===== config.mk =====
export PLATFORM = sky130hd
export DESIGN_NAME = sdram_bank_decoder
export DESIGN_NICKNAME = d
export VERILOG_FILES = /design/src/rtl/sbw_pkg.sv /design/src/rtl/sbw_regs.sv /design/src/rtl/sbw_match.sv /design/src/rtl/sbw_pick.sv /design/src/rtl/sdram_bank_decoder.sv
export SDC_FILE = /design/constraint.sdc
export NUM_CORES = 1
export LEC_CHECK = 0
export ABC_AREA = 1
export BUFFER_PORTS_ARGS = -buffer_cell sky130_fd_sc_hd__clkbuf_2
export CAP_MARGIN = 10
export CORE_MARGIN = 10
export CORE_UTILIZATION = 29
export CTS_CLUSTER_SIZE = 24
export DETAILED_ROUTE_END_ITERATION = 8
export PLACE_DENSITY = 0.45
export SLEW_MARGIN = 15
export SYNTH_ARGS = -nofsm -noshare
export SYNTH_HDL_FRONTEND = slang
export SYNTH_HIERARCHICAL = 1
export SYNTH_SLANG_ARGS = --single-unit

===== constraint.sdc =====
create_clock -name clk -period 2.9 [get_ports clk]
set_clock_uncertainty 0.15 [all_clocks]
set_input_delay 0.29 -clock clk [delete_from_list [all_inputs] [get_ports clk]]
set_output_delay 0.29 -clock clk [all_outputs]
set_load 0.02 [all_outputs]

===== src/rtl/sbw_pkg.sv =====
package sbw_pkg;

  localparam int unsigned WORD_W   = 32;
  localparam int unsigned FIELD_LO = 6;
  localparam int unsigned FIELD_W  = 10;
  localparam int unsigned BASE_LO  = 23;
  localparam int unsigned SIZE_W   = 34;

  typedef logic [WORD_W-1:0] word_t;
  typedef logic [SIZE_W-1:0] bytes_t;

  // Number of 8 MiB units covered by a stored bank word.
  function automatic logic [FIELD_W:0] units_of(word_t w);
    return (FIELD_W+1)'(1 << FIELD_W) - {1'b0, w[FIELD_LO +: FIELD_W]};
  endfunction

  function automatic bytes_t bank_bytes(word_t w);
    return bytes_t'(units_of(w)) << BASE_LO;
  endfunction

  // Address bits that must match the base; zero means whole space.
  function automatic word_t window_mask(word_t w);
    bytes_t span_m1;
    span_m1 = bank_bytes(w) - bytes_t'(1);
    return ~span_m1[WORD_W-1:0];
  endfunction

  function automatic word_t base_of(word_t w);
    return {w[WORD_W-1:BASE_LO], {BASE_LO{1'b0}}};
  endfunction

endpackage


===== src/rtl/sbw_regs.sv =====
module sbw_regs
  import sbw_pkg::*;
#(
  parameter int unsigned NB        = 4,
  parameter int unsigned RA_W      = 10,
  parameter logic [RA_W-1:0] FIRST = 10'h040,
  parameter word_t KEEP            = 32'hFFDEE001
) (
  input  logic                 clk,
  input  logic                 rst_n,
  input  logic                 we,
  input  logic [RA_W-1:0]      addr,
  input  word_t                wdata,
  output word_t                rdata,
  output logic [NB-1:0][WORD_W-1:0] banks
);

  logic [NB-1:0] sel;

  for (genvar g = 0; g < NB; g++) begin : g_bank
    assign sel[g] = we && (addr == RA_W'(FIRST + g));

    always_ff @(posedge clk or negedge rst_n) begin
      if (!rst_n) banks[g] <= '0;
      else if (sel[g]) banks[g] <= wdata & KEEP;
    end

    p_untouched_r2 : assert property (@(posedge clk) disable iff (!rst_n)
      !$past(sel[g]) |-> $stable(banks[g]))
      else $error("bank %0d changed without a write", g);

    p_reset_clear_r1 : assert property (@(posedge clk) disable iff (!rst_n)
      $rose(rst_n) |-> banks[g] == '0)
      else $error("bank %0d not cleared by reset", g);
  end

  always_comb begin
    rdata = '0;
    for (int i = 0; i < NB; i++)
      if (addr == RA_W'(FIRST + i)) rdata = banks[i];
  end

endmodule


===== src/rtl/sbw_match.sv =====
module sbw_match
  import sbw_pkg::*;
#(
  parameter int unsigned NB = 4
) (
  input  logic [NB-1:0][WORD_W-1:0] banks,
  input  word_t                     addr,
  output logic [NB-1:0]             hit_vec,
  output logic [NB-1:0][WORD_W-1:0] offs
);

  for (genvar g = 0; g < NB; g++) begin : g_win
    word_t msk;
    assign msk        = window_mask(banks[g]);
    assign hit_vec[g] = banks[g][0] && ((addr & msk) == (base_of(banks[g]) & msk));
    assign offs[g]    = addr & ~msk;
  end

endmodule


===== src/rtl/sbw_pick.sv =====
module sbw_pick
  import sbw_pkg::*;
#(
  parameter int unsigned NB   = 4,
  parameter int unsigned BI_W = 2
) (
  input  logic                      clk,
  input  logic                      rst_n,
  input  logic                      look_valid,
  input  logic [NB-1:0]             hit_vec,
  input  logic [NB-1:0][WORD_W-1:0] offs,
  output logic                      res_valid,
  output logic                      res_hit,
  output logic [BI_W-1:0]           res_bank,
  output word_t                     res_offset
);

  logic [BI_W-1:0] win_idx;
  logic            any_hit;

  assign any_hit = |hit_vec;

  always_comb begin
    win_idx = '0;
    for (int i = NB - 1; i >= 0; i--)
      if (hit_vec[i]) win_idx = BI_W'(i);
  end

  always_ff @(posedge clk or negedge rst_n) begin
    if (!rst_n) begin
      res_valid  <= 1'b0;
      res_hit    <= 1'b0;
      res_bank   <= '0;
      res_offset <= '0;
    end else begin
      res_valid <= look_valid;
      if (look_valid && any_hit) begin
        res_hit    <= 1'b1;
        res_bank   <= win_idx;
        res_offset <= offs[win_idx];
      end else begin
        res_hit    <= 1'b0;
        res_bank   <= '0;
        res_offset <= '0;
      end
    end
  end

  p_latency_r7 : assert property (@(posedge clk) disable iff (!rst_n)
    res_valid |-> $past(look_valid))
    else $error("result without a lookup");

  p_miss_zero_r7 : assert property (@(posedge clk) disable iff (!rst_n)
    (res_valid && !res_hit) |-> (res_bank == '0 && res_offset == '0))
    else $error("miss with nonzero bank or offset");

  p_lowest_r6 : assert property (@(posedge clk) disable iff (!rst_n)
    (res_valid && res_hit) |->
      ((($past(hit_vec) >> res_bank) & NB'(1)) != '0 &&
       ($past(hit_vec) & ((NB'(1) << res_bank) - NB'(1))) == '0))
    else $error("winner is not the lowest hitting bank");

endmodule


===== src/rtl/sdram_bank_decoder.sv =====
module sdram_bank_decoder
  import sbw_pkg::*;
#(
  parameter int unsigned NUM_BANKS   = 4,
  parameter int unsigned RA_W        = 10,
  parameter logic [RA_W-1:0] FIRST_REG = 10'h040,
  parameter logic [31:0] KEEP_MASK   = 32'hFFDEE001,
  localparam int unsigned BI_W       = $clog2(NUM_BANKS)
) (
  input  logic            clk,
  input  logic            rst_n,
  input  logic            cfg_we,
  input  logic [RA_W-1:0] cfg_addr,
  input  logic [31:0]     cfg_wdata,
  output logic [31:0]     cfg_rdata,
  input  logic            look_valid,
  input  logic [31:0]     look_addr,
  output logic            res_valid,
  output logic            res_hit,
  output logic [BI_W-1:0] res_bank,
  output logic [31:0]     res_offset,
  input  logic [BI_W-1:0] size_sel,
  output logic [33:0]     size_bytes
);

  logic [NUM_BANKS-1:0][WORD_W-1:0] banks;
  logic [NUM_BANKS-1:0][WORD_W-1:0] offs;
  logic [NUM_BANKS-1:0]             hit_vec;
  logic [NUM_BANKS-1:0]             bank_en;

  sbw_regs #(.NB(NUM_BANKS), .RA_W(RA_W), .FIRST(FIRST_REG), .KEEP(KEEP_MASK)) u_regs (
    .clk(clk), .rst_n(rst_n), .we(cfg_we), .addr(cfg_addr),
    .wdata(cfg_wdata), .rdata(cfg_rdata), .banks(banks)
  );

  sbw_match #(.NB(NUM_BANKS)) u_match (
    .banks(banks), .addr(look_addr), .hit_vec(hit_vec), .offs(offs)
  );

  sbw_pick #(.NB(NUM_BANKS), .BI_W(BI_W)) u_pick (
    .clk(clk), .rst_n(rst_n), .look_valid(look_valid), .hit_vec(hit_vec),
    .offs(offs), .res_valid(res_valid), .res_hit(res_hit),
    .res_bank(res_bank), .res_offset(res_offset)
  );

  for (genvar g = 0; g < NUM_BANKS; g++) begin : g_en
    assign bank_en[g] = banks[g][0];
  end

  assign size_bytes = bank_bytes(banks[size_sel]);

  p_disabled_r8 : assert property (@(posedge clk) disable iff (!rst_n)
    (res_valid && res_hit) |-> ((($past(bank_en) >> res_bank) & NUM_BANKS'(1)) != '0))
    else $error("hit reported on a disabled bank");

  p_no_hit_idle_r7 : assert property (@(posedge clk) disable iff (!rst_n)
    !res_valid |-> !res_hit)
    else $error("hit flag without result valid");

endmodule


After elaboration in Yosys (flattened, before gate mapping):

Index checks and enable logic that the tools add are counted.

* register bits after elaboration: 108
* bits in latches: 0
* RAM bits: 0
* bits in read-only memories: 0
* output and inout port bits: 102
* logic and storage cells: 72
* memories: 0

* $add $sub $neg: 9
* multiply operators: 0
* div/mod/pow operators: 0
* order comparisons: 2
* eq/ne operators: 8
* shift-type cells: 0
* muxes and demuxes: 15
* bitwise operators: 20
* reductions and logical operators: 10

Operators by type and width (count)
* AND 32 bit: 12
* inverter 32 bit: 8
* 2-to-1 mux 32 bit: 6
* binary-select mux 32 bit (select 2 bit): 2
* equality test 32 bit: 4
* subtractor 32 x 1 -> 32 bit (second input constant): 4
* equality test 10 x 7 -> 1 bit (second input constant): 4
* subtractor 1 x 9 -> 9 bit (first input constant): 4
* 2-to-1 mux 16 bit: 1
* subtractor 11 x 10 -> 11 bit (first input constant): 1
* 2-to-1 mux 2 bit: 5
* logical AND 1 bit: 9
* < comparator 2 x 3 -> 1 bit (second input constant): 2
* OR reduction 4 bit: 1
* 2-to-1 mux 1 bit: 1

Logic depth before layout (Yosys ltp):

Gate-level depths: netlist of the first run.

* depth in word-level cells: 13
* gate-level depth with buffers: 24

By module:

Netlist of the first run, hierarchy kept.

By module, submodules not included
* sbw_regs: instances 1, cells each 512, area an instance 4166.5 µm², sequential area each 1801.7 µm²
* sbw_match: instances 1, cells each 569, area an instance 3183.1 µm², sequential area each 0.0 µm²
* sbw_pick: instances 1, cells each 401, area an instance 2813.9 µm², sequential area each 900.9 µm²
* sdram_bank_decoder: instances 1, cells each 139, area an instance 755.7 µm², sequential area each 0.0 µm²

Least setup slack after synthesis of the first run:

OpenSTA, ideal clock, no wires.

* kind: register to register
* start: reg u_regs/banks[109] in the netlist's numbering
* end: reg u_pick.res_offset[23]
* library setup time: 0.073 ns
* arrival time: 1.937 ns
* required time: 2.677 ns
* path slack: 0.740 ns
* stages on the path, launching flop included: 17
* period minus slack after synthesis: 2.160 ns
* path through: dfrtp_1 inv_1 nand4_1 nor2_1 xor2_1 nand3_1 nand2_1 nor2_1 nor2_1 nand2_1 nand2_2 nand2_2 buf_6 buf_6 nand2_2 nand3_1 a21oi_2

* word-level cells in the longest chain between the ends: 13

Ends and longest elaborated chain
* from (decl): RTL line sbw_regs.sv:15 `output logic [NB-1:0][WORD_W-1:0] banks`
* from (signal, indexed assignment): RTL line sbw_regs.sv:25 `else if (sel[g]) banks[g] <= wdata & KEEP;`
* subtractor 1 x 9 -> 9 bit *: RTL line sbw_pkg.sv:14 `return (FIELD_W+1)'(1 << FIELD_W) - {1'b0, w[FIELD_LO +: FIELD_W]};`
* subtractor 32 x 1 -> 32 bit *: RTL line sbw_pkg.sv:24 `span_m1 = bank_bytes(w) - bytes_t'(1);`
* inverter 32 bit *: RTL line sbw_pkg.sv:25 `return ~span_m1[WORD_W-1:0];`
* AND 32 bit: RTL line sbw_match.sv:15 `assign hit_vec[g] = banks[g][0] && ((addr & msk) == (base_of(banks[g]) & msk));`
* equality test 32 bit *: RTL line sbw_match.sv:15
* logical AND 1 bit *: RTL line sbw_match.sv:15
* named net hit_vec[3]: RTL line sdram_bank_decoder.sv:28 `logic [NUM_BANKS-1:0] hit_vec;`
* 2-to-1 mux 2 bit (4 in series): RTL line sbw_pick.sv:26 `if (hit_vec[i]) win_idx = BI_W'(i);`
* binary-select mux 32 bit (select 2 bit): RTL line sbw_pick.sv:40 `res_offset <= offs[win_idx];`
* 2-to-1 mux 32 bit (not written as such): RTL line sbw_pick.sv:40
* 2-to-1 mux 32 bit *: RTL line sbw_pick.sv:37 `if (look_valid && any_hit) begin`
* to (signal assigned): RTL line sbw_pick.sv:40
* to (decl): RTL line sbw_pick.sv:15 `output word_t res_offset`

Mark *: on every way through the listed nets, which the timed path passes. The rest lies on a longest branch. The select of a mux whose other input is x is not followed.
A chain may end at the register's enable or synchronous reset.

Worst setup path in the final report of the first run:

* start: reg u_regs/banks[13] in the netlist's numbering
* end: reg u_pick.res_offset[4]

* word-level cells in the longest chain between the ends: 10

Ends and longest elaborated chain (RTL line)
* subtractor 1 x 9 -> 9 bit *: sbw_pkg.sv:14
* subtractor 32 x 1 -> 32 bit *: sbw_pkg.sv:24
* inverter 32 bit *: sbw_pkg.sv:25
* AND 32 bit: sbw_match.sv:15
* equality test 32 bit *: sbw_match.sv:15
* logical AND 1 bit *: sbw_match.sv:15
* named net hit_vec[0]: sdram_bank_decoder.sv:28
* 2-to-1 mux 2 bit: sbw_pick.sv:26
* binary-select mux 32 bit (select 2 bit): sbw_pick.sv:40
* 2-to-1 mux 32 bit (not written as such): sbw_pick.sv:40
* 2-to-1 mux 32 bit *: sbw_pick.sv:37

Marks and branches as above.

==> impl_results.rst, run 1 <==
.. list-table::
   :header-rows: 1

   * - Metric
     - Value
   * - Status
     - complete, no violations
   * - Effective utilization at floorplan
     - 29.32%
   * - Total Wirelength
     - 32630 µm
   * - Final number of hold-violating endpoints
     - 0
   * - Total number of cells along the worst setup path
     - 14
   * - Post-Synthesis Cell Area
     - 0.01071 mm²
   * - Placement-stage worst setup slack
     - 0.2672 ns
   * - Number of design rule violations left after detail routing
     - 0
   * - Cell-by-cell trace of the critical path
     - inv_1, nand4_1, nor2_1, xor2_1, inv_1, nand2_1, nand2_1, nor2_1, nor2_1, inv_2, buf_4, nand3_1, nand3_1, a21oi_1
   * - CTS Root Cell
     - sky130_fd_sc_hd__clkbuf_16
   * - Slowest library cell on the worst path
     - sky130_fd_sc_hd__dfrtp_1
   * - Family with the most delay on the worst path
     - simple AND/OR/NAND/NOR gates
   * - Antenna violations before repair
     - 1
   * - Critical-path maximum fanout
     - 46
   * - Power density relative to cell area
     - 327.0 mW/mm²
   * - Maximum number of buffers from clock root to sink
     - 2
   * - Cts repair resizes
     - 0
   * - Sum of net half-perimeters after detailed placement
     - 24850 µm
   * - Worst hold path stage count
     - 3
   * - Final critical-path share of the clock period
     - 93.85%
   * - Crit Reg-Reg Startpoint
     - u_regs/banks[13]$_DFFE_PN0P_
   * - Number of cells on the worst reg-to-reg path
     - 14
   * - Worst-case hold slack
     - 0.02174 ns
   * - Aggregate negative setup slack
     - 0 ns
   * - Kind of end point of the critical path
     - register
   * - All-Layer GR Usage
     - 14.47%
   * - FILL cells
     - 4035
   * - Number of buffers created by CTS
     - 9
   * - Average cell area after synthesis
     - 6.723 µm²
   * - End of the worst hold path
     - u_regs/banks[119]$_DFFE_PN0P_
   * - Final weighted congestion of routability-driven global placement
     - 0.9206
   * - CP Launch Type
     - register
   * - Clk sinks
     - 108
   * - Pin count of the biggest net entering global routing
     - 50
   * - Overflow after GRT
     - 0
   * - Final #Nets
     - 1699
   * - Slowest cell delay on critical path
     - 0.45 ns
   * - Number of endpoints failing setup at the final stage
     - 0
   * - Average wire per cell in the routed design
     - 15.66 µm
   * - Via density per instance
     - 4.561
   * - Chip width
     - 212.2 µm
   * - Data required time at the worst endpoint
     - 3.01 ns
   * - Hold WC Path Type
     - input port to register
   * - Data arrival, critical path
     - 2.83 ns
   * - Total die area
     - 0.04501 mm²
   * - Total number of H-tree levels
     - 3
   * - Clock tree from TritonCTS
     - done
   * - Via count of the first global-routing pass
     - 9161
   * - Number of optimization iterations in the first detailed-route pass
     - 5
   * - Area growth from synthesis to layout
     - 5.059%
   * - Final Max Slew Viols
     - 0
   * - Peak Freq
     - 367.4 MHz
   * - Number of top-level design ports
     - 182
   * - Beginning of the worst hold path
     - cfg_wdata[23]
   * - Count of buffer and inverter cells on the critical path
     - 4
   * - Placeable core area
     - 0.03652 mm²
   * - Die H
     - 212.2 µm
   * - Number of post-CTS setup repair buffers
     - 0
   * - Fraction of final layout cells with drive strength greater than 1
     - 20.56%
   * - RSZ-0062 raised after global routing
     - no
   * - Clock insertion delay at the later pin of the skew report
     - 0.39 ns
   * - Relative slew slack
     - 51.17%
   * - Startpoint-to-endpoint class of the critical path
     - register to register
   * - DRT iter0 DRCs
     - 621
   * - Global-route wire length before repair
     - 50800 µm
   * - Final core area utilization
     - 30.81%
   * - Remaining antenna violation count
     - 0
   * - Number of buffers inserted by hold repair at cts
     - 14
   * - Layout Cell Area excl Fill
     - 0.01125 mm²
   * - Post-Place Cell Area
     - 0.01082 mm²
   * - Worst IR drop on VDD
     - 0.0002704 V
   * - Cell count after synthesis
     - 1593
   * - Clock transition at the registers of the reported paths
     - 0.10 ns
   * - Max capacitance violation total
     - 0
   * - Reg2reg end
     - u_pick/res_offset[4]$_DFF_PN0_
   * - Via total after detailed routing
     - 9506
   * - Actual transition at the worst max-transition pin
     - 0.7325 ns
   * - Count of buffers inserted at the top-level ports
     - 130
   * - Leakage dissipation
     - 6.327 nW
   * - Tmin final
     - 2.722 ns
   * - Number of warnings printed during yosys synthesis
     - 6
   * - Std cell rows
     - 70
   * - Setup slack of the worst register-to-register path
     - 0.18 ns
   * - Worst setup margin
     - 0.1783 ns
   * - Library cell appearing most often on the critical path
     - sky130_fd_sc_hd__nor2_1
-- area by class of cell --
type                    count  area, µm²  share of cell area [%]
multi-input cells        1100       5758                   51.18
flip-flops and latches    108       2703                   24.02
repair buffers            170       1089                   9.675
inverters                 221      829.5                   7.373
well taps                 468      585.6                   5.205
clock buffers               9      225.2                   2.002
clock inverters             7      58.81                  0.5227
diodes                      1      2.502                 0.02224
-- layer usage --
metal / part of all wire (%) / vias up / GRT usage (%)
met4: 1.8 / 0 / 4.116
met5: 0 / - / 0
li1: - / 4858 / -
met2: 47 / 198 / 23.87
met3: 4.7 / 25 / 2.533
met1: 46 / 4425 / 18.91
-- registers in the layout, summed over array words and instances, names as in the netlist --
name               count
u_pick/res_hit         1
u_regs/banks          72
u_pick/res_bank        2
u_pick/res_offset     32
u_pick/res_valid       1
-- worst max path at each step --
stage | from | end | slack, ns
floorplan | u_regs/banks[109]$_DFFE_PN0P_ | u_pick/res_offset[23]$_DFF_PN0_ | 0.74
detailed placement | u_regs/banks[13]$_DFFE_PN0P_ | u_pick/res_offset[4]$_DFF_PN0_ | 0.27
global placement | u_regs/banks[109]$_DFFE_PN0P_ | u_pick/res_offset[25]$_DFF_PN0_ | 0.28
CTS | u_regs/banks[13]$_DFFE_PN0P_ | u_pick/res_offset[4]$_DFF_PN0_ | 0.23
finish | u_regs/banks[13]$_DFFE_PN0P_ | u_pick/res_offset[4]$_DFF_PN0_ | 0.18
global route | u_regs/banks[109]$_DFFE_PN0P_ | u_pick/res_offset[29]$_DFF_PN0_ | 0.02
-- cell usage in the layout, fill, tap and decap left out, types with 9 or more instances in the layout --
| cell | count |
|---|---|
| sky130_fd_sc_hd__a21oi_1 | 51 |
| sky130_fd_sc_hd__a21oi_2 | 18 |
| sky130_fd_sc_hd__buf_4 | 19 |
| sky130_fd_sc_hd__clkbuf_16 | 9 |
| sky130_fd_sc_hd__clkbuf_2 | 129 |
| sky130_fd_sc_hd__conb_1 | 65 |
| sky130_fd_sc_hd__dfrtp_1 | 108 |
| sky130_fd_sc_hd__dlygate4sd3_1 | 14 |
| sky130_fd_sc_hd__ha_1 | 9 |
| sky130_fd_sc_hd__inv_1 | 199 |
| sky130_fd_sc_hd__inv_2 | 22 |
| sky130_fd_sc_hd__nand2_1 | 359 |
| sky130_fd_sc_hd__nand2_2 | 55 |
| sky130_fd_sc_hd__nand3_1 | 252 |
| sky130_fd_sc_hd__nand3_2 | 14 |
| sky130_fd_sc_hd__nand3b_1 | 37 |
| sky130_fd_sc_hd__nand4_1 | 13 |
| sky130_fd_sc_hd__nor2_1 | 58 |
| sky130_fd_sc_hd__nor2_2 | 12 |
| sky130_fd_sc_hd__nor2_4 | 10 |
| sky130_fd_sc_hd__o21ai_0 | 44 |
| sky130_fd_sc_hd__o21ai_1 | 28 |
| sky130_fd_sc_hd__o21ai_2 | 12 |
| sky130_fd_sc_hd__xnor2_1 | 14 |
| sky130_fd_sc_hd__xor2_1 | 27 |
-- power breakdown --
part,total (mW),internal [mW],switching [mW]
registers,1.54,1.53,0.0172
clock network,1.30,0.598,0.698
logic,0.838,0.260,0.579
-- worst min-delay path, stage by stage --
cell and delay, ns:
sky130_fd_sc_hd__clkbuf_2 0.11, sky130_fd_sc_hd__nand3_1 0.08, sky130_fd_sc_hd__nand2_1 0.05
-- per-stage QoR --
stage	cells	power, mW
after floorplan	1656	2.281
after global placement	2053	2.343
after detailed placement	2053	2.349
after CTS	2083	3.679
after global routing	2084	3.884
final	2084	3.679
Note: power is estimated with default switching activity, not from simulation.
==> inputs of run 2 (changes only) <==
--- a/config.mk
+++ b/config.mk
@@ -6,7 +6,7 @@
 export NUM_CORES = 1
 export LEC_CHECK = 0
 export ABC_AREA = 1
-export BUFFER_PORTS_ARGS = -buffer_cell sky130_fd_sc_hd__clkbuf_2
+export BUFFER_PORTS_ARGS = -buffer_cell sky130_fd_sc_hd__buf_2
 export CAP_MARGIN = 10
 export CORE_MARGIN = 10
 export CORE_UTILIZATION = 29
==> impl_results.rst, run 2 (same netlist as run 1, synthesis figures left out) <==
.. list-table::
   :header-rows: 1

   * - Metric
     - Value
   * - Worst-case hold slack
     - 0.02777 ns (was 0.02174 ns)
   * - Final Max Slew Viols
     - 0 (unchanged)
   * - Slowest library cell on the worst path
     - sky130_fd_sc_hd__dfrtp_1 (unchanged)
   * - Aggregate negative setup slack
     - 0 ns (unchanged)
   * - Final #Nets
     - 1694 (was 1699)
   * - Worst setup endpoint
     - u_pick/res_offset[21]$_DFF_PN0_ (was u_pick/res_offset[4]$_DFF_PN0_)
   * - CP startpoint
     - u_regs/banks[13]$_DFFE_PN0P_ (unchanged)
   * - CP Launch Type
     - register (unchanged)
   * - Cell count after placement
     - 2046 (was 2053)
   * - Pin count of the biggest net entering global routing
     - 62 (was 50)
   * - Kind of end point of the critical path
     - register (unchanged)
   * - Count of buffer and inverter cells on the critical path
     - 4 (unchanged)
   * - Total number of cells along the worst setup path
     - 14 (unchanged)
   * - Count of buffers inserted at the top-level ports
     - 130 (unchanged)
   * - Maximum number of buffers from clock root to sink
     - 2 (unchanged)
   * - Worst IR drop on VDD
     - 0.0002664 V (was 0.0002704 V)
   * - Tmin final
     - 2.652 ns (was 2.722 ns)
   * - Diodes inserted
     - 0 (was 1)
   * - CTS Root Cell
     - sky130_fd_sc_hd__clkbuf_16 (unchanged)
   * - All-Layer GR Usage
     - 14.66% (was 14.47%)
   * - Cts repair resizes
     - 0 (unchanged)
   * - Via density per instance
     - 4.537 (was 4.561)
   * - Number of cells on the worst reg-to-reg path
     - 14 (unchanged)
   * - Peak Freq
     - 377.1 MHz (was 367.4 MHz)
   * - Placeable core area
     - 0.03652 mm² (unchanged)
   * - Chip width
     - 212.2 µm (unchanged)
   * - Final weighted congestion of routability-driven global placement
     - 0.8243 (was 0.9206)
   * - Family with the most delay on the worst path
     - simple AND/OR/NAND/NOR gates (unchanged)
   * - Critical-path maximum fanout
     - 46 (unchanged)
   * - Crit Reg-Reg Startpoint
     - u_regs/banks[13]$_DFFE_PN0P_ (unchanged)
   * - Most common cell after layout, fill and taps aside
     - sky130_fd_sc_hd__nand2_1 (unchanged)
   * - Clock tree from TritonCTS
     - done (unchanged)
   * - Clk sinks
     - 108 (unchanged)
   * - Number of endpoints failing setup at the final stage
     - 0 (unchanged)
   * - Area growth from synthesis to layout
     - 4.802% (was 5.059%)
   * - DRT iter0 DRCs
     - 645 (was 621)
   * - FILL cells
     - 4029 (was 4035)
   * - Power density relative to cell area
     - 327.8 mW/mm² (was 327.0 mW/mm²)
   * - Final total power
     - 3.679 mW (about the same)
   * - Placement-stage worst setup slack
     - 0.2574 ns (was 0.2672 ns)
   * - Overflow after GRT
     - 0 (unchanged)
   * - Library cell appearing most often on the critical path
     - sky130_fd_sc_hd__nor2_1 (unchanged)
   * - Via count of the first global-routing pass
     - 9291 (was 9161)
   * - Via total after detailed routing
     - 9428 (was 9506)
   * - Remaining antenna violation count
     - 0 (unchanged)
   * - Effective utilization at floorplan
     - 29.32% (unchanged)
   * - Setup slack of the worst register-to-register path
     - 0.25 ns (was 0.18 ns)
   * - Hold WC Path Type
     - input port to register (unchanged)
   * - Cell-by-cell trace of the critical path
     - inv_1, nand4_1, nor2_1, xor2_1, inv_1, nand2_1, nand2_1, nor2_1, nor2_1, inv_2, buf_4, nand3_1, nand3_2, a21oi_2 (was inv_1, nand4_1, nor2_1, xor2_1, inv_1, nand2_1, nand2_1, nor2_1, nor2_1, inv_2, buf_4, nand3_1, nand3_1, a21oi_1)
   * - Die H
     - 212.2 µm (unchanged)
   * - Startpoint-to-endpoint class of the critical path
     - register to register (unchanged)
   * - Number of buffers inserted by hold repair at cts
     - 16 (was 14)
   * - Max capacitance violation total
     - 0 (unchanged)
   * - Total Wirelength
     - 32700 µm (was 32630 µm)
   * - Number of top-level design ports
     - 182 (unchanged)
   * - Filler-free cell count of the finished design
     - 2078 (was 2084)
   * - Slowest cell delay on critical path
     - 0.44 ns (was 0.45 ns)
   * - Antenna violations before repair
     - 1 (unchanged)
   * - M1 WL
     - 15480 µm (was 15130 µm)
   * - Number of design rule violations left after detail routing
     - 0 (unchanged)
   * - Top metal layer carrying routed signals
     - met5 (was met4)
   * - Actual transition at the worst max-transition pin
     - 0.6599 ns (was 0.7325 ns)
   * - Total die area
     - 0.04501 mm² (unchanged)
   * - RSZ-0062 raised after global routing
     - no (unchanged)
   * - Number of optimization iterations in the first detailed-route pass
     - 5 (unchanged)
   * - Clock insertion delay at the later pin of the skew report
     - 0.38 ns (was 0.39 ns)
   * - Clock transition at the registers of the reported paths
     - 0.08 ns (was 0.10 ns)
   * - Total number of H-tree levels
     - 3 (unchanged)
   * - Average wire per cell in the routed design
     - 15.74 µm (was 15.66 µm)
   * - Global-route wire length before repair
     - 51700 µm (was 50800 µm)
   * - Highest-count cells in the layout ignoring fill and taps
     - sky130_fd_sc_hd__nand2_1 (359), sky130_fd_sc_hd__nand3_1 (252), sky130_fd_sc_hd__inv_1 (199) (unchanged)
   * - Total met3 wirelength after detailed routing
     - 1449 µm (was 1524 µm)
   * - Reg2reg end
     - u_pick/res_offset[21]$_DFF_PN0_ (was u_pick/res_offset[4]$_DFF_PN0_)
   * - Data arrival, critical path
     - 2.77 ns (was 2.83 ns)
   * - Leakage dissipation
     - 6.345 nW (was 6.327 nW)
   * - Fraction of final layout cells with drive strength greater than 1
     - 20.19% (was 20.56%)
   * - Sum of net half-perimeters after detailed placement
     - 24880 µm (was 24850 µm)
   * - Worst setup margin
     - 0.2483 ns (was 0.1783 ns)
   * - Relative slew slack
     - 55.90% (was 51.17%)
   * - Top flop regs
     - u_regs/banks: 72 flops, u_pick/res_offset: 32 flops, u_pick/res_bank: 2 flops (unchanged)
   * - Std cell rows
     - 70 (unchanged)
   * - Largest reg by FF count
     - u_regs/banks (unchanged)
   * - Routed wl met2
     - 15120 µm (was 15380 µm)
   * - Number of buffers created by CTS
     - 9 (unchanged)
   * - Status
     - complete, no violations (unchanged)
   * - Number of post-CTS setup repair buffers
     - 0 (unchanged)
   * - Final critical-path share of the clock period
     - 91.44% (was 93.85%)
   * - Data required time at the worst endpoint
     - 3.02 ns (was 3.01 ns)
   * - Largest register FFs
     - 72 (unchanged)
   * - Final number of hold-violating endpoints
     - 0 (unchanged)
[run 2: changes by cell type in the layout (fill, tap and decap cells not counted)]
cell,previous run,this run
sky130_fd_sc_hd__buf_2,0,129
sky130_fd_sc_hd__inv_8,1,2
sky130_fd_sc_hd__clkinv_2,1,0
sky130_fd_sc_hd__clkbuf_2,129,0
sky130_fd_sc_hd__clkinvlp_4,1,0
sky130_fd_sc_hd__dlygate4sd3_1,14,16
sky130_fd_sc_hd__diode_2,1,0
sky130_fd_sc_hd__inv_6,1,2
sky130_fd_sc_hd__buf_4,19,12
[run 2: area by class of cell]
class	count	area, µm²	share of cell area [%]
Clock buffer	9	225.2	2.007
Sequential cell	108	2703	24.08
Tap cell	468	585.6	5.217
Multi-Input combinational cell	1100	5758	51.30
Inverter	221	829.5	7.391
Timing Repair Buffer	165	1056	9.409
Clock inverter	7	66.31	0.5909
[run 2: per-layer routing]
layer / up-vias / GRT usage, %
li1: 4840 / -
met1: 4351 / 19.29
met2: 207 / 24.17
met3: 28 / 2.282
met4: 2 / 4.339
met5: - / 0
[run 2: tightest hold or removal path, delay by kind of cell]
kind / cells / cell delay [ns]
buffers and inverters: 1 / 0.12
AND/OR/NAND/NOR: 1 / 0.06
AO/OA/AOI/OAI: 1 / 0.04
[run 2: worst min-delay path by stage]
| stage | startpoint | to | slack (ns) | depth (start not counted) |
|---|---|---|---|---|
| floorplan | rst_n | u_pick/res_bank[0]$_DFF_PN0_ | -0.16 | 0 |
| global placement | rst_n | u_pick/res_offset[13]$_DFF_PN0_ | 0.12 | 1 |
| detailed placement | rst_n | u_pick/res_offset[13]$_DFF_PN0_ | 0.12 | 1 |
| CTS | cfg_wdata[22] | u_regs/banks[86]$_DFFE_PN0P_ | 0.01 | 3 |
| global route | cfg_wdata[23] | u_regs/banks[119]$_DFFE_PN0P_ | 0.03 | 3 |
| finish | cfg_wdata[0] | u_regs/banks[64]$_DFFE_PN0P_ | 0.03 | 3 |
[run 2: per-stage QoR]
| step | utilization [%] | area (µm²) |
|---|---|---|
| after floorplan | - | 10950 |
| after global placement | 29.49 | 10770 |
| after detailed placement | 29.49 | 10770 |
| after CTS | 30.73 | 11220 |
| after global routing | 30.73 | 11220 |
| final | 30.73 | 11220 |
[run 2: where the power goes]
group	internal, mW	total, mW	leakage [nW]	switching [mW]
registers	1.53	1.55	1.41	0.0181
clock network	0.608	1.30	0.144	0.691
logic	0.259	0.835	4.79	0.576
total	2.39	3.68	6.34	1.28
==> inputs of run 3 (changes only) <==
--- a/config.mk
+++ b/config.mk
@@ -12,7 +12,7 @@
 export CORE_UTILIZATION = 29
 export CTS_CLUSTER_SIZE = 24
 export DETAILED_ROUTE_END_ITERATION = 8
-export PLACE_DENSITY = 0.45
+export PLACE_DENSITY_LB_ADDON = 0.3
 export SLEW_MARGIN = 15
 export SYNTH_ARGS = -nofsm -noshare
 export SYNTH_HDL_FRONTEND = slang
==> impl_results.rst, run 3 (same netlist as run 1, synthesis figures left out) <==
.. list-table::
   :header-rows: 1

   * - Metric
     - Value
   * - Total Wirelength
     - 32010 µm (was 32700 µm)
   * - Slowest library cell on the worst path
     - sky130_fd_sc_hd__dfrtp_1 (unchanged)
   * - Placeable core area
     - 0.03652 mm² (unchanged)
   * - Kind of end point of the critical path
     - register (unchanged)
   * - Via density per instance
     - 4.577 (was 4.537)
   * - Maximum number of buffers from clock root to sink
     - 2 (unchanged)
   * - Number of top-level design ports
     - 182 (unchanged)
   * - Data arrival, critical path
     - 2.75 ns (was 2.77 ns)
   * - Multi-input gate area in the final layout
     - 0.005758 mm² (unchanged)
   * - Overflow after GRT
     - 0 (unchanged)
   * - Beginning of the worst hold path
     - cfg_wdata[22] (was cfg_wdata[0])
   * - Most common cell after layout, fill and taps aside
     - sky130_fd_sc_hd__nand2_1 (unchanged)
   * - Clock insertion delay at the later pin of the skew report
     - 0.37 ns (was 0.38 ns)
   * - End of the worst hold path
     - u_regs/banks[86]$_DFFE_PN0P_ (was u_regs/banks[64]$_DFFE_PN0P_)
   * - Share of total power in combinational logic
     - 22.3% (was 22.7%)
   * - Power dissipated by switching net loads
     - 1.253 mW (was 1.285 mW)
   * - DRT iter0 DRCs
     - 729 (was 645)
   * - Int Pwr
     - 2.411 mW (was 2.394 mW)
   * - Max capacitance violation total
     - 0 (unchanged)
   * - RSZ-0062 raised after global routing
     - no (unchanged)
   * - Setup slack of the worst register-to-register path
     - 0.28 ns (was 0.25 ns)
   * - Final #Nets
     - 1686 (was 1694)
   * - Status
     - complete, no violations (unchanged)
   * - Clock tree from TritonCTS
     - done (unchanged)
   * - Final number of hold-violating endpoints
     - 0 (unchanged)
   * - Number of post-CTS setup repair buffers
     - 0 (unchanged)
   * - Slowest cell delay on critical path
     - 0.38 ns (was 0.44 ns)
   * - CTS Root Cell
     - sky130_fd_sc_hd__clkbuf_16 (unchanged)
   * - Std cell rows
     - 70 (unchanged)
   * - Reg2reg end
     - u_pick/res_offset[28]$_DFF_PN0_ (was u_pick/res_offset[21]$_DFF_PN0_)
   * - Layout Cell Area excl Fill
     - 0.01113 mm² (was 0.01122 mm²)
   * - Clock transition at the registers of the reported paths
     - 0.09 ns (was 0.08 ns)
   * - Area taken by flip-flops and latches
     - 0.002703 mm² (unchanged)
   * - Tmin final
     - 2.622 ns (was 2.652 ns)
   * - Highest-count cells in the layout ignoring fill and taps
     - sky130_fd_sc_hd__nand2_1 (359), sky130_fd_sc_hd__nand3_1 (252), sky130_fd_sc_hd__inv_1 (199) (unchanged)
   * - Data required time at the worst endpoint
     - 3.03 ns (was 3.02 ns)
   * - Worst hold path stage count
     - 3 (unchanged)
   * - Number of endpoints failing setup at the final stage
     - 0 (unchanged)
   * - Number of cells on the worst reg-to-reg path
     - 15 (was 14)
   * - Global-route wire length before repair
     - 49740 µm (was 51700 µm)
   * - Share of power burned in registers
     - 42.1% (was 42.0%)
   * - Cell-by-cell trace of the critical path
     - inv_1, nand4_1, nor2_1, xor2_1, nand3_1, nand2_1, nor2_1, nor2_1, nand2_1, nand2_2, nand2_2, buf_4, nand2_1, nand3_1, a21oi_2 (was inv_1, nand4_1, nor2_1, xor2_1, inv_1, nand2_1, nand2_1, nor2_1, nor2_1, inv_2, buf_4, nand3_1, nand3_2, a21oi_2)
   * - Post-Place Cell Area
     - 0.01076 mm² (was 0.01077 mm²)
   * - Peak Freq
     - 381.4 MHz (was 377.1 MHz)
   * - Share of total power in the clock network
     - 35.5% (was 35.3%)
   * - Final Max Slew Viols
     - 0 (unchanged)
   * - Top flop regs
     - u_regs/banks: 72 flops, u_pick/res_offset: 32 flops, u_pick/res_bank: 2 flops (unchanged)
   * - Switch share
     - 34.20% (was 34.92%)
   * - Effective utilization at floorplan
     - 29.32% (unchanged)
   * - Actual transition at the worst max-transition pin
     - 0.6811 ns (was 0.6599 ns)
   * - Sum of net half-perimeters after detailed placement
     - 24290 µm (was 24880 µm)
   * - Total die area
     - 0.04501 mm² (unchanged)
   * - Final total power
     - 3.664 mW (was 3.679 mW)
   * - Number of buffers created by CTS
     - 9 (unchanged)
   * - Aggregate negative setup slack
     - 0 ns (unchanged)
   * - Final weighted congestion of routability-driven global placement
     - 0.8597 (was 0.8243)
   * - Total number of H-tree levels
     - 3 (unchanged)
   * - Pin count of the biggest net entering global routing
     - 48 (was 62)
   * - Chip width
     - 212.2 µm (unchanged)
   * - Crit Reg-Reg Startpoint
     - u_regs/banks[109]$_DFFE_PN0P_ (was u_regs/banks[13]$_DFFE_PN0P_)
   * - Via count of the first global-routing pass
     - 9072 (was 9291)
   * - CP Launch Type
     - register (unchanged)
   * - Count of buffers inserted at the top-level ports
     - 130 (unchanged)
   * - Relative slew slack
     - 54.59% (was 55.90%)
   * - FILL cells
     - 4015 (was 4029)
   * - Number of buffers inserted by hold repair at cts
     - 6 (was 16)
   * - Worst IR drop on VDD
     - 0.0002187 V (was 0.0002664 V)
   * - Fraction of final layout cells with drive strength greater than 1
     - 20.41% (was 20.19%)
   * - Clk sinks
     - 108 (unchanged)
   * - Final critical-path share of the clock period
     - 90.42% (was 91.44%)
   * - Number of design rule violations left after detail routing
     - 0 (unchanged)
   * - Hold WC Path Type
     - input port to register (unchanged)
   * - Leakage dissipation
     - 6.304 nW (was 6.345 nW)
   * - Remaining antenna violation count
     - 0 (unchanged)
   * - Power density relative to cell area
     - 329.2 mW/mm² (was 327.8 mW/mm²)
   * - Die H
     - 212.2 µm (unchanged)
   * - Final core area utilization
     - 30.47% (was 30.73%)
   * - Antenna violations before repair
     - 3 (was 1)
   * - Average wire per cell in the routed design
     - 15.45 µm (was 15.74 µm)
   * - Area growth from synthesis to layout
     - 3.925% (was 4.802%)
   * - Number of optimization iterations in the first detailed-route pass
     - 5 (unchanged)
   * - Critical-path maximum fanout
     - 18 (was 46)
   * - Startpoint-to-endpoint class of the critical path
     - register to register (unchanged)
   * - Largest register FFs
     - 72 (unchanged)
   * - All-Layer GR Usage
     - 13.99% (was 14.66%)
   * - Via total after detailed routing
     - 9483 (was 9428)
   * - Cts repair resizes
     - 0 (unchanged)
   * - Largest reg by FF count
     - u_regs/banks (unchanged)
[run 3: changes by cell type in the layout (fill, tap and decap cells not counted), sizes merged]
cell / change
clkinvlp: +1
diode: +2
clkinv: -2
dlygate4sd3: -10
buf: +2
clkbuf: +1
[run 3: worst max-delay path, delay by kind of cell, from the launching register on]
kind / cells / cell delay [ns]
DFF: 1 / 0.38
and+or+nand+nor: 11 / 1.21
xor gates and xnor gates: 1 / 0.31
AOI/OAI and AO/OA: 1 / 0.17
buffers and inverters: 2 / 0.29
[run 3: power groups by stage]
stage / Sequential [mW] / Clock (mW) / Combinational (mW)
floorplan: 1.58 / 0 / 0.706
global placement: 1.57 / 0 / 0.749
detailed placement: 1.57 / 0 / 0.758
CTS: 1.54 / 1.35 / 0.766
global route: 1.55 / 1.41 / 0.915
finish: 1.54 / 1.30 / 0.818
[run 3: cell type report]
type	instances	share of cell area (%)
Clock buffer	10	2.147
Inverter	221	7.454
Sequential cell	108	24.28
Timing Repair Buffer	157	8.499
Antenna cell	2	0.04497
Clock inverter	6	0.5734
Tap cell	468	5.261
Multi-Input combinational cell	1100	51.74
[run 3: metrics by stage]
stage | hold WS [ns] | std cells | worst slack (ns)
after global placement | 0.2268 | 2048 | 0.3457
after CTS | 0.001216 | 2070 | 0.2879
after global routing | 0.01188 | 2071 | 0.05016
after floorplan | -0.1556 | 1656 | 0.7397
final | 0.01637 | 2072 | 0.2778
after detailed placement | 0.2218 | 2048 | 0.3119
[run 3: how the worst max path moves through the flow]
stage	slack, ns	cells past startpoint	from	to
3_3_place_gp	0.35	15	u_regs/banks[109]$_DFFE_PN0P_	u_pick/res_offset[12]$_DFF_PN0_
6_report	0.28	15	u_regs/banks[109]$_DFFE_PN0P_	u_pick/res_offset[28]$_DFF_PN0_
2_1_floorplan	0.74	16	u_regs/banks[109]$_DFFE_PN0P_	u_pick/res_offset[23]$_DFF_PN0_
5_1_grt	0.05	14	u_regs/banks[13]$_DFFE_PN0P_	u_pick/res_offset[11]$_DFF_PN0_
4_1_cts	0.29	15	u_regs/banks[109]$_DFFE_PN0P_	u_pick/res_offset[7]$_DFF_PN0_
3_5_place_dp	0.31	14	u_regs/banks[13]$_DFFE_PN0P_	u_pick/res_offset[15]$_DFF_PN0_
[run 3: per-layer routing]
metal  GRT usage (%)  wire length [µm]
met5               0                27
met1           17.66             14280
met2           23.70             15400
met4           4.314               647
met3           2.459              1650
